==> config.mk <==
export PLATFORM = sky130hd
export DESIGN_NAME = ata_taskfile_regs
export DESIGN_NICKNAME = d
export VERILOG_FILES = /design/src/rtl/ata_tf_pkg.sv /design/src/rtl/ata_tf_decode.sv /design/src/rtl/ata_tf_sector_buf.sv /design/src/rtl/ata_tf_pio.sv /design/src/rtl/ata_taskfile_regs.sv
export SDC_FILE = /design/constraint.sdc
export NUM_CORES = 2
export LEC_CHECK = 0
export ABC_AREA = 1
export BUFFER_PORTS_ARGS = -buffer_cell sky130_fd_sc_hd__buf_2
export CAP_MARGIN = 20
export CORE_MARGIN = 1
export CORE_UTILIZATION = 40
export CTS_CLUSTER_SIZE = 28
export DETAILED_ROUTE_END_ITERATION = 6
export GPL_ROUTABILITY_DRIVEN = 0
export GPL_TIMING_DRIVEN = 0
export PLACE_DENSITY = 0.65
export SKIP_CTS_REPAIR_TIMING = 1
export SLEW_MARGIN = 20
export SYNTH_ARGS = -nofsm -noshare
export SYNTH_HDL_FRONTEND = slang
export SYNTH_SLANG_ARGS = --single-unit
export TNS_END_PERCENT = 20
==> constraint.sdc <==
create_clock -name clk -period 25.7 [get_ports clk]
set_input_delay 0 -clock clk [delete_from_list [all_inputs] [get_ports clk]]
set_output_delay 0 -clock clk [all_outputs]
set_load 0.005 [all_outputs]
==> src/rtl/ata_tf_pkg.sv <==
// Shared offsets, bit positions, opcodes and codes for the task-file interface.
package ata_tf_pkg;
    localparam logic [2:0] OFF_DATA    = 3'd0;
    localparam logic [2:0] OFF_ERRFEAT = 3'd1;
    localparam logic [2:0] OFF_DRVHD   = 3'd6;
    localparam logic [2:0] OFF_STATCMD = 3'd7;
    localparam logic [2:0] OFF_CTL     = 3'd6;
    localparam int         SRST_BIT    = 2;
    localparam int         NIEN_BIT    = 1;
    localparam logic [7:0] OP_RD_SECT  = 8'h20;
    localparam logic [7:0] OP_WR_SECT  = 8'h30;
    localparam logic [7:0] ERR_DIAG_OK = 8'h01;
    localparam logic [7:0] ERR_ABORT   = 8'h04;

    typedef enum logic [2:0] {
        ACT_NONE, ACT_STAT_RD, ACT_DATA_RD, ACT_DATA_WR,
        ACT_SELECT, ACT_CMD, ACT_SRST_SET, ACT_SRST_CLR
    } act_e;

    typedef enum logic [2:0] {
        PS_IDLE, PS_FILL, PS_HRD, PS_HWR, PS_DRAIN
    } pio_e;

    typedef struct packed {
        logic data_rd;
        logic data_wr;
        logic stat_rd;
        logic tf_wr;
        logic sel_wr;
        logic cmd_wr;
        logic ctl_wr;
        logic bad;
    } dec_t;
endpackage

==> src/rtl/ata_tf_decode.sv <==
// Access decoder: turns bank select, offset and strobes into one-hot access
// strobes. Assumes at most one of read/write per cycle; write wins if both.
module ata_tf_decode
    import ata_tf_pkg::*;
(
    input  logic       sel_ctl,
    input  logic [2:0] off,
    input  logic       rd,
    input  logic       wr,
    output dec_t       dec
);
    logic rd_only;
    assign rd_only = rd & ~wr;

    // Classify the current access by bank and offset.
    always_comb begin
        dec = '0;
        if (sel_ctl) begin
            if (off == OFF_CTL) dec.ctl_wr = wr;
            else                dec.bad    = rd | wr;
        end else begin
            case (off)
                OFF_DATA:    begin dec.data_rd = rd_only; dec.data_wr = wr; end
                OFF_ERRFEAT: ;
                OFF_STATCMD: begin dec.stat_rd = rd_only; dec.cmd_wr = wr; end
                default:     begin
                    dec.tf_wr  = wr;
                    dec.sel_wr = wr && (off == OFF_DRVHD);
                end
            endcase
        end
    end
endmodule

==> src/rtl/ata_tf_sector_buf.sv <==
// One-sector word buffer: one write port, one asynchronous read port.
// Assumes the caller never writes and needs the same word in one cycle.
module ata_tf_sector_buf #(
    parameter int WORDS = 256,
    localparam int IDX_W = $clog2(WORDS)
) (
    input  logic             clk,
    input  logic             we,
    input  logic [IDX_W-1:0] widx,
    input  logic [15:0]      wdata,
    input  logic [IDX_W-1:0] ridx,
    output logic [15:0]      rdata
);
    logic [15:0] mem [WORDS];

    // Store one word per write strobe.
    always_ff @(posedge clk) begin
        if (we) mem[widx] <= wdata;
    end

    assign rdata = mem[ridx];
endmodule

==> src/rtl/ata_tf_pio.sv <==
// PIO sequencer: runs sector read (fill then host reads) and sector write
// (host writes then drain). Owns the data register and the command error bit.
// Assumes WORDS >= 2; abort (soft reset) returns everything to idle.
module ata_tf_pio
    import ata_tf_pkg::*;
#(
    parameter int WORDS = 256,
    localparam int IDX_W = $clog2(WORDS),
    localparam int CNT_W = IDX_W + 1
) (
    input  logic             clk,
    input  logic             rst_n,
    input  logic             abort,
    input  logic             cmd_go,
    input  logic [7:0]       cmd_op,
    input  logic             data_rd,
    input  logic             data_wr,
    input  logic [15:0]      wdata,
    input  logic             st_ack,
    input  logic [15:0]      st_fill_data,
    input  logic [15:0]      buf_rdata,
    output logic             st_req,
    output logic             st_dir,
    output logic [IDX_W-1:0] st_idx,
    output logic             buf_we,
    output logic [IDX_W-1:0] buf_widx,
    output logic [15:0]      buf_wdata,
    output logic [IDX_W-1:0] buf_ridx,
    output logic [15:0]      data_q,
    output logic             bsy,
    output logic             drq,
    output logic             cmd_err,
    output logic             post_int
);
    pio_e             state;
    logic [CNT_W-1:0] left;
    logic [IDX_W-1:0] idx;
    logic [IDX_W-1:0] host_pos;
    logic             last_idx;
    logic             known_op;

    assign host_pos = IDX_W'(CNT_W'(WORDS) - left);
    assign last_idx = (idx == IDX_W'(WORDS - 1));
    assign known_op = (cmd_op == OP_RD_SECT) || (cmd_op == OP_WR_SECT);
    assign st_req   = (state == PS_FILL) || (state == PS_DRAIN);
    assign st_dir   = (state == PS_DRAIN);
    assign st_idx   = idx;
    assign bsy      = st_req;
    assign drq      = (state == PS_HRD) || (state == PS_HWR);

    // Route the buffer ports from whichever side owns the transfer.
    always_comb begin
        buf_we    = ((state == PS_FILL) && st_ack) || ((state == PS_HWR) && data_wr);
        buf_widx  = (state == PS_FILL) ? idx : host_pos;
        buf_wdata = (state == PS_FILL) ? st_fill_data : wdata;
        case (state)
            PS_HRD:   buf_ridx = host_pos + IDX_W'(1);
            PS_DRAIN: buf_ridx = idx;
            default:  buf_ridx = '0;
        endcase
        post_int = !abort && (
                   (st_req && st_ack && last_idx) ||
                   (cmd_go && !known_op));
    end

    // Sequence the sector transfer and keep the data register.
    always_ff @(posedge clk) begin
        if (!rst_n || abort) begin
            state   <= PS_IDLE;
            left    <= '0;
            idx     <= '0;
            data_q  <= '0;
            cmd_err <= 1'b0;
        end else if (cmd_go) begin
            cmd_err <= !known_op;
            idx     <= '0;
            left    <= CNT_W'(WORDS);
            if (cmd_op == OP_RD_SECT)      state <= PS_FILL;
            else if (cmd_op == OP_WR_SECT) state <= PS_HWR;
            else                           state <= PS_IDLE;
        end else begin
            if (data_wr) data_q <= wdata;
            case (state)
                PS_FILL: if (st_ack) begin
                    idx <= idx + IDX_W'(1);
                    if (last_idx) begin
                        state  <= PS_HRD;
                        left   <= CNT_W'(WORDS);
                        data_q <= buf_rdata;
                    end
                end
                PS_HRD: if (data_rd) begin
                    left <= left - CNT_W'(1);
                    if (left == CNT_W'(1)) state  <= PS_IDLE;
                    else                   data_q <= buf_rdata;
                end
                PS_HWR: if (data_wr) begin
                    left <= left - CNT_W'(1);
                    if (left == CNT_W'(1)) begin
                        state <= PS_DRAIN;
                        idx   <= '0;
                    end
                end
                PS_DRAIN: if (st_ack) begin
                    idx <= idx + IDX_W'(1);
                    if (last_idx) state <= PS_IDLE;
                end
                default: ;
            endcase
        end
    end
endmodule

==> src/rtl/ata_taskfile_regs.sv <==
// Host-visible task-file register interface of an ATA device. Holds the
// address registers, error, interrupt disable, soft reset, pending interrupt
// and the bus-master interrupt flag, and reports each access's action code.
// Assumes one register access per cycle; read data is combinational.
module ata_taskfile_regs
    import ata_tf_pkg::*;
#(
    parameter int SECTOR_BYTES = 512,
    localparam int WORDS = SECTOR_BYTES / 2,
    localparam int IDX_W = $clog2(WORDS)
) (
    input  logic             clk,
    input  logic             rst_n,
    input  logic             reg_sel_ctl,
    input  logic [2:0]       reg_off,
    input  logic             reg_rd,
    input  logic             reg_wr,
    input  logic [15:0]      reg_wdata,
    output logic [15:0]      reg_rdata,
    output logic [2:0]       dev_action,
    output logic             acc_err,
    output logic             intrq,
    output logic             bm_int,
    input  logic             bm_int_clr,
    output logic             soft_rst,
    output logic             st_req,
    output logic             st_dir,
    output logic [IDX_W-1:0] st_idx,
    input  logic             st_ack,
    input  logic [15:0]      st_fill_data,
    output logic [15:0]      st_drain_data
);
    dec_t             dec;
    logic [7:0]       seccnt_q, secnum_q, cyllo_q, cylhi_q, drvhd_q, err_q;
    logic             nien_q, srst_q, pend_q, bm_q, accerr_q;
    act_e             act_q;
    logic             srst_set, srst_clr;
    logic             buf_we, pio_bsy, pio_drq, pio_err, post_int;
    logic [IDX_W-1:0] buf_widx, buf_ridx;
    logic [15:0]      buf_wdata, buf_rdata, data_q;
    logic [7:0]       status;

    ata_tf_decode u_dec (
        .sel_ctl(reg_sel_ctl), .off(reg_off), .rd(reg_rd), .wr(reg_wr), .dec(dec)
    );

    ata_tf_sector_buf #(.WORDS(WORDS)) u_buf (
        .clk(clk), .we(buf_we), .widx(buf_widx), .wdata(buf_wdata),
        .ridx(buf_ridx), .rdata(buf_rdata)
    );

    ata_tf_pio #(.WORDS(WORDS)) u_pio (
        .clk(clk), .rst_n(rst_n), .abort(srst_q),
        .cmd_go(dec.cmd_wr), .cmd_op(reg_wdata[7:0]),
        .data_rd(dec.data_rd), .data_wr(dec.data_wr), .wdata(reg_wdata),
        .st_ack(st_ack), .st_fill_data(st_fill_data), .buf_rdata(buf_rdata),
        .st_req(st_req), .st_dir(st_dir), .st_idx(st_idx),
        .buf_we(buf_we), .buf_widx(buf_widx), .buf_wdata(buf_wdata),
        .buf_ridx(buf_ridx), .data_q(data_q), .bsy(pio_bsy), .drq(pio_drq),
        .cmd_err(pio_err), .post_int(post_int)
    );

    assign srst_set = dec.ctl_wr && reg_wdata[SRST_BIT];
    assign srst_clr = dec.ctl_wr && !reg_wdata[SRST_BIT] && srst_q;
    assign status   = {pio_bsy | srst_q, !srst_q, 2'b00, pio_drq, 2'b00, pio_err};

    // Store the address bytes written by the host.
    always_ff @(posedge clk) begin
        if (!rst_n) begin
            seccnt_q <= '0; secnum_q <= '0; cyllo_q <= '0; cylhi_q <= '0; drvhd_q <= '0;
        end else if (dec.tf_wr) begin
            case (reg_off)
                3'd2:    seccnt_q <= reg_wdata[7:0];
                3'd3:    secnum_q <= reg_wdata[7:0];
                3'd4:    cyllo_q  <= reg_wdata[7:0];
                3'd5:    cylhi_q  <= reg_wdata[7:0];
                default: drvhd_q  <= reg_wdata[7:0];
            endcase
        end
    end

    // Track soft reset, interrupt disable and the error byte.
    always_ff @(posedge clk) begin
        if (!rst_n) begin
            srst_q <= 1'b0;
            nien_q <= 1'b0;
            err_q  <= ERR_DIAG_OK;
        end else begin
            if (dec.ctl_wr) nien_q <= reg_wdata[NIEN_BIT];
            if (srst_set)      srst_q <= 1'b1;
            else if (srst_clr) srst_q <= 1'b0;
            if (srst_clr)
                err_q <= ERR_DIAG_OK;
            else if (dec.cmd_wr && !srst_q)
                err_q <= ((reg_wdata[7:0] == OP_RD_SECT) || (reg_wdata[7:0] == OP_WR_SECT))
                         ? 8'h00 : ERR_ABORT;
        end
    end

    // Hold the pending interrupt and the bus-master flag; posting wins.
    always_ff @(posedge clk) begin
        if (!rst_n) begin
            pend_q <= 1'b0;
            bm_q   <= 1'b0;
        end else begin
            if (post_int) pend_q <= 1'b1;
            else if (dec.stat_rd || dec.cmd_wr || srst_set) pend_q <= 1'b0;
            if (post_int)        bm_q <= 1'b1;
            else if (bm_int_clr) bm_q <= 1'b0;
        end
    end

    // Report the action code and the bad-offset flag one cycle later.
    always_ff @(posedge clk) begin
        if (!rst_n) begin
            act_q    <= ACT_NONE;
            accerr_q <= 1'b0;
        end else begin
            accerr_q <= dec.bad;
            if (dec.stat_rd)      act_q <= ACT_STAT_RD;
            else if (dec.data_rd) act_q <= ACT_DATA_RD;
            else if (dec.data_wr) act_q <= ACT_DATA_WR;
            else if (dec.sel_wr)  act_q <= ACT_SELECT;
            else if (dec.cmd_wr)  act_q <= ACT_CMD;
            else if (srst_set)    act_q <= ACT_SRST_SET;
            else if (srst_clr)    act_q <= ACT_SRST_CLR;
            else                  act_q <= ACT_NONE;
        end
    end

    // Select the read value for the addressed register.
    always_comb begin
        reg_rdata = '0;
        if (reg_rd) begin
            if (reg_sel_ctl) begin
                if (reg_off == OFF_CTL) reg_rdata = {8'h00, status};
            end else begin
                case (reg_off)
                    3'd0: reg_rdata = data_q;
                    3'd1: reg_rdata = {8'h00, err_q};
                    3'd2: reg_rdata = {8'h00, seccnt_q};
                    3'd3: reg_rdata = {8'h00, secnum_q};
                    3'd4: reg_rdata = {8'h00, cyllo_q};
                    3'd5: reg_rdata = {8'h00, cylhi_q};
                    3'd6: reg_rdata = {8'h00, drvhd_q};
                    default: reg_rdata = {8'h00, status};
                endcase
            end
        end
    end

    assign dev_action    = act_q;
    assign acc_err       = accerr_q;
    assign intrq         = pend_q && !nien_q;
    assign bm_int        = bm_q;
    assign soft_rst      = srst_q;
    assign st_drain_data = buf_rdata;
endmodule

==> flow_summary.yaml <==
floorplan:
  die_area_sq_mm: 0.430
  initial_core_util_pct: 40.3
  fp-row-count: 239
  core_sq_mm: 0.425
  pin_count: 91
  die_h_microns: 656
  fp.dieW_microns: 656
pwr:
  p_int_mw: 11.3
  clkPwrFrac_pct: 42.9
  max-vdd-ir-drop_mv: 0.0593
  p_seq_share_pct: 50.9
  power.switching_mw: 3.39
  combPwrFrac_pct: 6.2
  powerDensity_mw_per_mm2: 73.5
  total_power_mw: 14.7
  leakagePower_nw: 69.1
  netSwitchingFraction_pct: 23.0
routing:
  drt_pass1_iterations: 7
  first_iter_violations: 20416
  ant_nets: 0
  viasPerCell: 5.90
  drt-total-wl_microns: 596000
  drc: 1
  post_drt_wl_per_cell_microns: 27.9
  vias: 125738
grt:
  grt_pass1_wl_microns: 830000
  grt_pass1_vias: 115131
  grt_max_degree: 65
  grt_overflow_total: 0
  grt_usage_pct: 26.6
  antenna_found_initial: 37
sta:
  worst_pin_slew_ns: 1.29
  holdWs_ns: -0.0120
  setup_viol: 0
  timing.fmax_mhz: 145
  rsz0062_at_grt: "no"
  fin_skew_ns: 0.0554
  final_max_slew_viol_count: 0
  period_share_pct: 26.8
  fin_tns_setup_ns: 0
  fin_crit_ns: 6.89
  relSlewSlack_pct: 13.7
  hold_viol: 1
logic_synthesis:
  synth_area_sq_mm: 0.171
  synthArstFlopShare_pct: 0
  ys_seq_area_share_pct: 72.9
  synth.top_cell.area_share_pct: 71.9
  ys_top_cells_by_area: "edfxtp_1 (72%), nand3_1 (15%), nand2_1 (7.1%)"
  syn-num-nets: 14469
  synthTopCellsByCount: "nand3_1 (5,125), edfxtp_1 (4,096), nand2_1 (3,250)"
  synthFlopType: "edfxtp_1"
  ys_warn_count: 0
  avgSynthCellArea_sq_um: 11.9
  synth_largest_area_cell: "edfxtp_1"
  synth_cell_types: 42
  syn_inst: 14423
  yosysMostFrequentCell: "nand3_1"
  synth_edf_count: 4096
  synth-seq-cells: 4183
final_layout:
  syn_to_final_growth_pct: 16.9
  drive_above_1_share_pct: 12.2
  layout.nets: 15328
clocking:
  clock_latency_ns: 0.99
  cts_root_buffer: "clkbuf_16"
  ctsHtreeMaxLevel: 5
  cts_tree: "done"
  cts_buffers: 427
  clkTransAtPathRegs_ns: 0.06
  cts.sinks: 4183
  cts.path.max_buffers: 4
placed_design:
  port_buffers: 88
  hpwl_microns: 422000
worst_setup_path:
  path_cells: "inv_1, ha_1, inv_1, nand2_1, nand2_1, nor2_1, nor2_4, buf_2, buf_2, buf_2, nand3_1, nand3_1, nand3_1, nand3_1, nand3_1, nand3_1, nand3_1, and2_1, buf_2"
  cp-start-kind: "flip-flop"
  crit_path_max_incr_delay_ns: 0.72
  crit_type: "flip-flop to output port"
  worstPathArrival_ns: 6.89
  critPathMaxFanout: 10
  crit_slowest_cell: "buf_2"
  timing.critical_path.mode_cell: "nand3_1"
  cp-end-kind: "output port"
  required_ns: 25.70
hold_path:
  hp-class: "input port to flip-flop"
flow_run:
  cap_viol_max_count: 0
status:
  status: "complete, but fails checks"
  violations: "DRC, hold timing"
[placed cells by master (no fill, tap or decap), drive strengths merged, types with 5 or more instances in the layout]
master and count:
diode 23, a21oi 86, nand4 5, clkbuf 941, nor3 30, o21ai 144
a31oi 19, nand3 5128, clkinvlp 16, bufinv 50, inv 137, clkinv 189
a211oi 6, dfxtp 87, nor2 314, and2 16, a221oi 7, dlygate4sd3 60
nand2 3252, buf 1027, edfxtp 4096
[metrics by stage]
step	cells	utilization (%)	instance area (sq um)	worst slack (ns)	hold WS, ns
2_1_floorplan	14423	-	171000	12.49	0.163
3_3_place_gp	20174	42.1	179000	-8.38	0.270
3_5_place_dp	20456	43.6	185000	20.09	0.269
4_1_cts	21246	46.9	199000	19.03	-0.766
5_1_grt	21308	47.1	200000	18.87	0.0385
6_report	21329	47.1	200000	18.81	-0.0120
[final timing paths]
| path | startpoint | end | slack, ns | depth (start not counted) |
|---|---|---|---|---|
| worst min-delay path | st_ack | u_pio.st_idx[1] | -0.01 | 6 |
| worst min register to register | u_pio.left[7] | u_pio.left[7] | 0.50 | 2 |
| worst max-delay path | u_pio.left[0] | st_drain_data[12] | 18.81 | 19 |
| worst max register to register | u_pio.left[0] | u_pio.data_q[7] | 19.93 | 18 |
[state kept, by name, summed over array words and instances, names as in the netlist, 2 cells and up]
register,flops
u_buf.mem,4096
u_pio.data_q,16
u_pio.state,3
cyllo_q,8
drvhd_q,8
secnum_q,8
cylhi_q,8
dev_action,3
seccnt_q,8
u_pio.st_idx,8
err_q,2
u_pio.left,9
[power groups by stage]
stage,clock (mW),combinational [mW],sequential (mW)
final,6.30,0.910,7.49
after global routing,6.53,0.944,7.48
after CTS,6.28,0.867,7.49
after detailed placement,0,0.864,7.63
after global placement,0,0.764,7.79
after floorplan,0,0.422,7.69
[routing by layer]
metal / global-route usage [%] / routed length (microns) / vias up
li1: - / - / 54193
met1: 34.6 / 216000 / 61201
met2: 40.3 / 262000 / 8711
met3: 6.88 / 74900 / 1623
met4: 15.8 / 42200 / 10
met5: 0.122 / 114 / -
[final cells by class]
class	instances	area, sq um
clock buffer	522	11200
antenna	23	57.6
buffer	1076	4860
fill	37226	225000
clock inverter	268	2840
tap	5663	7090
sequential	4183	125000
multi-input combinational	9040	42000
inverter	124	465
timing repair buffer	430	6750
[logic make-up after synthesis]
| group | synth area share [%] |
|---|---|
| buffers and inverters | 3.09 |
| xor gates and xnor gates | 0.0256 |
| AOI/OAI and AO/OA | 0.902 |
| adders and majority gates | 0.0293 |
| DFF | 72.9 |
| and+or+nand+nor | 23.0 |
[worst max-delay path, delay by kind of cell, from the launching register on]
family / cells / cell delay, ns
simple gates: 12 / 2.80
fa+ha+maj: 1 / 0.38
buf+inv: 6 / 2.22
flops: 1 / 0.47
Power figures use the tool's default switching activity.
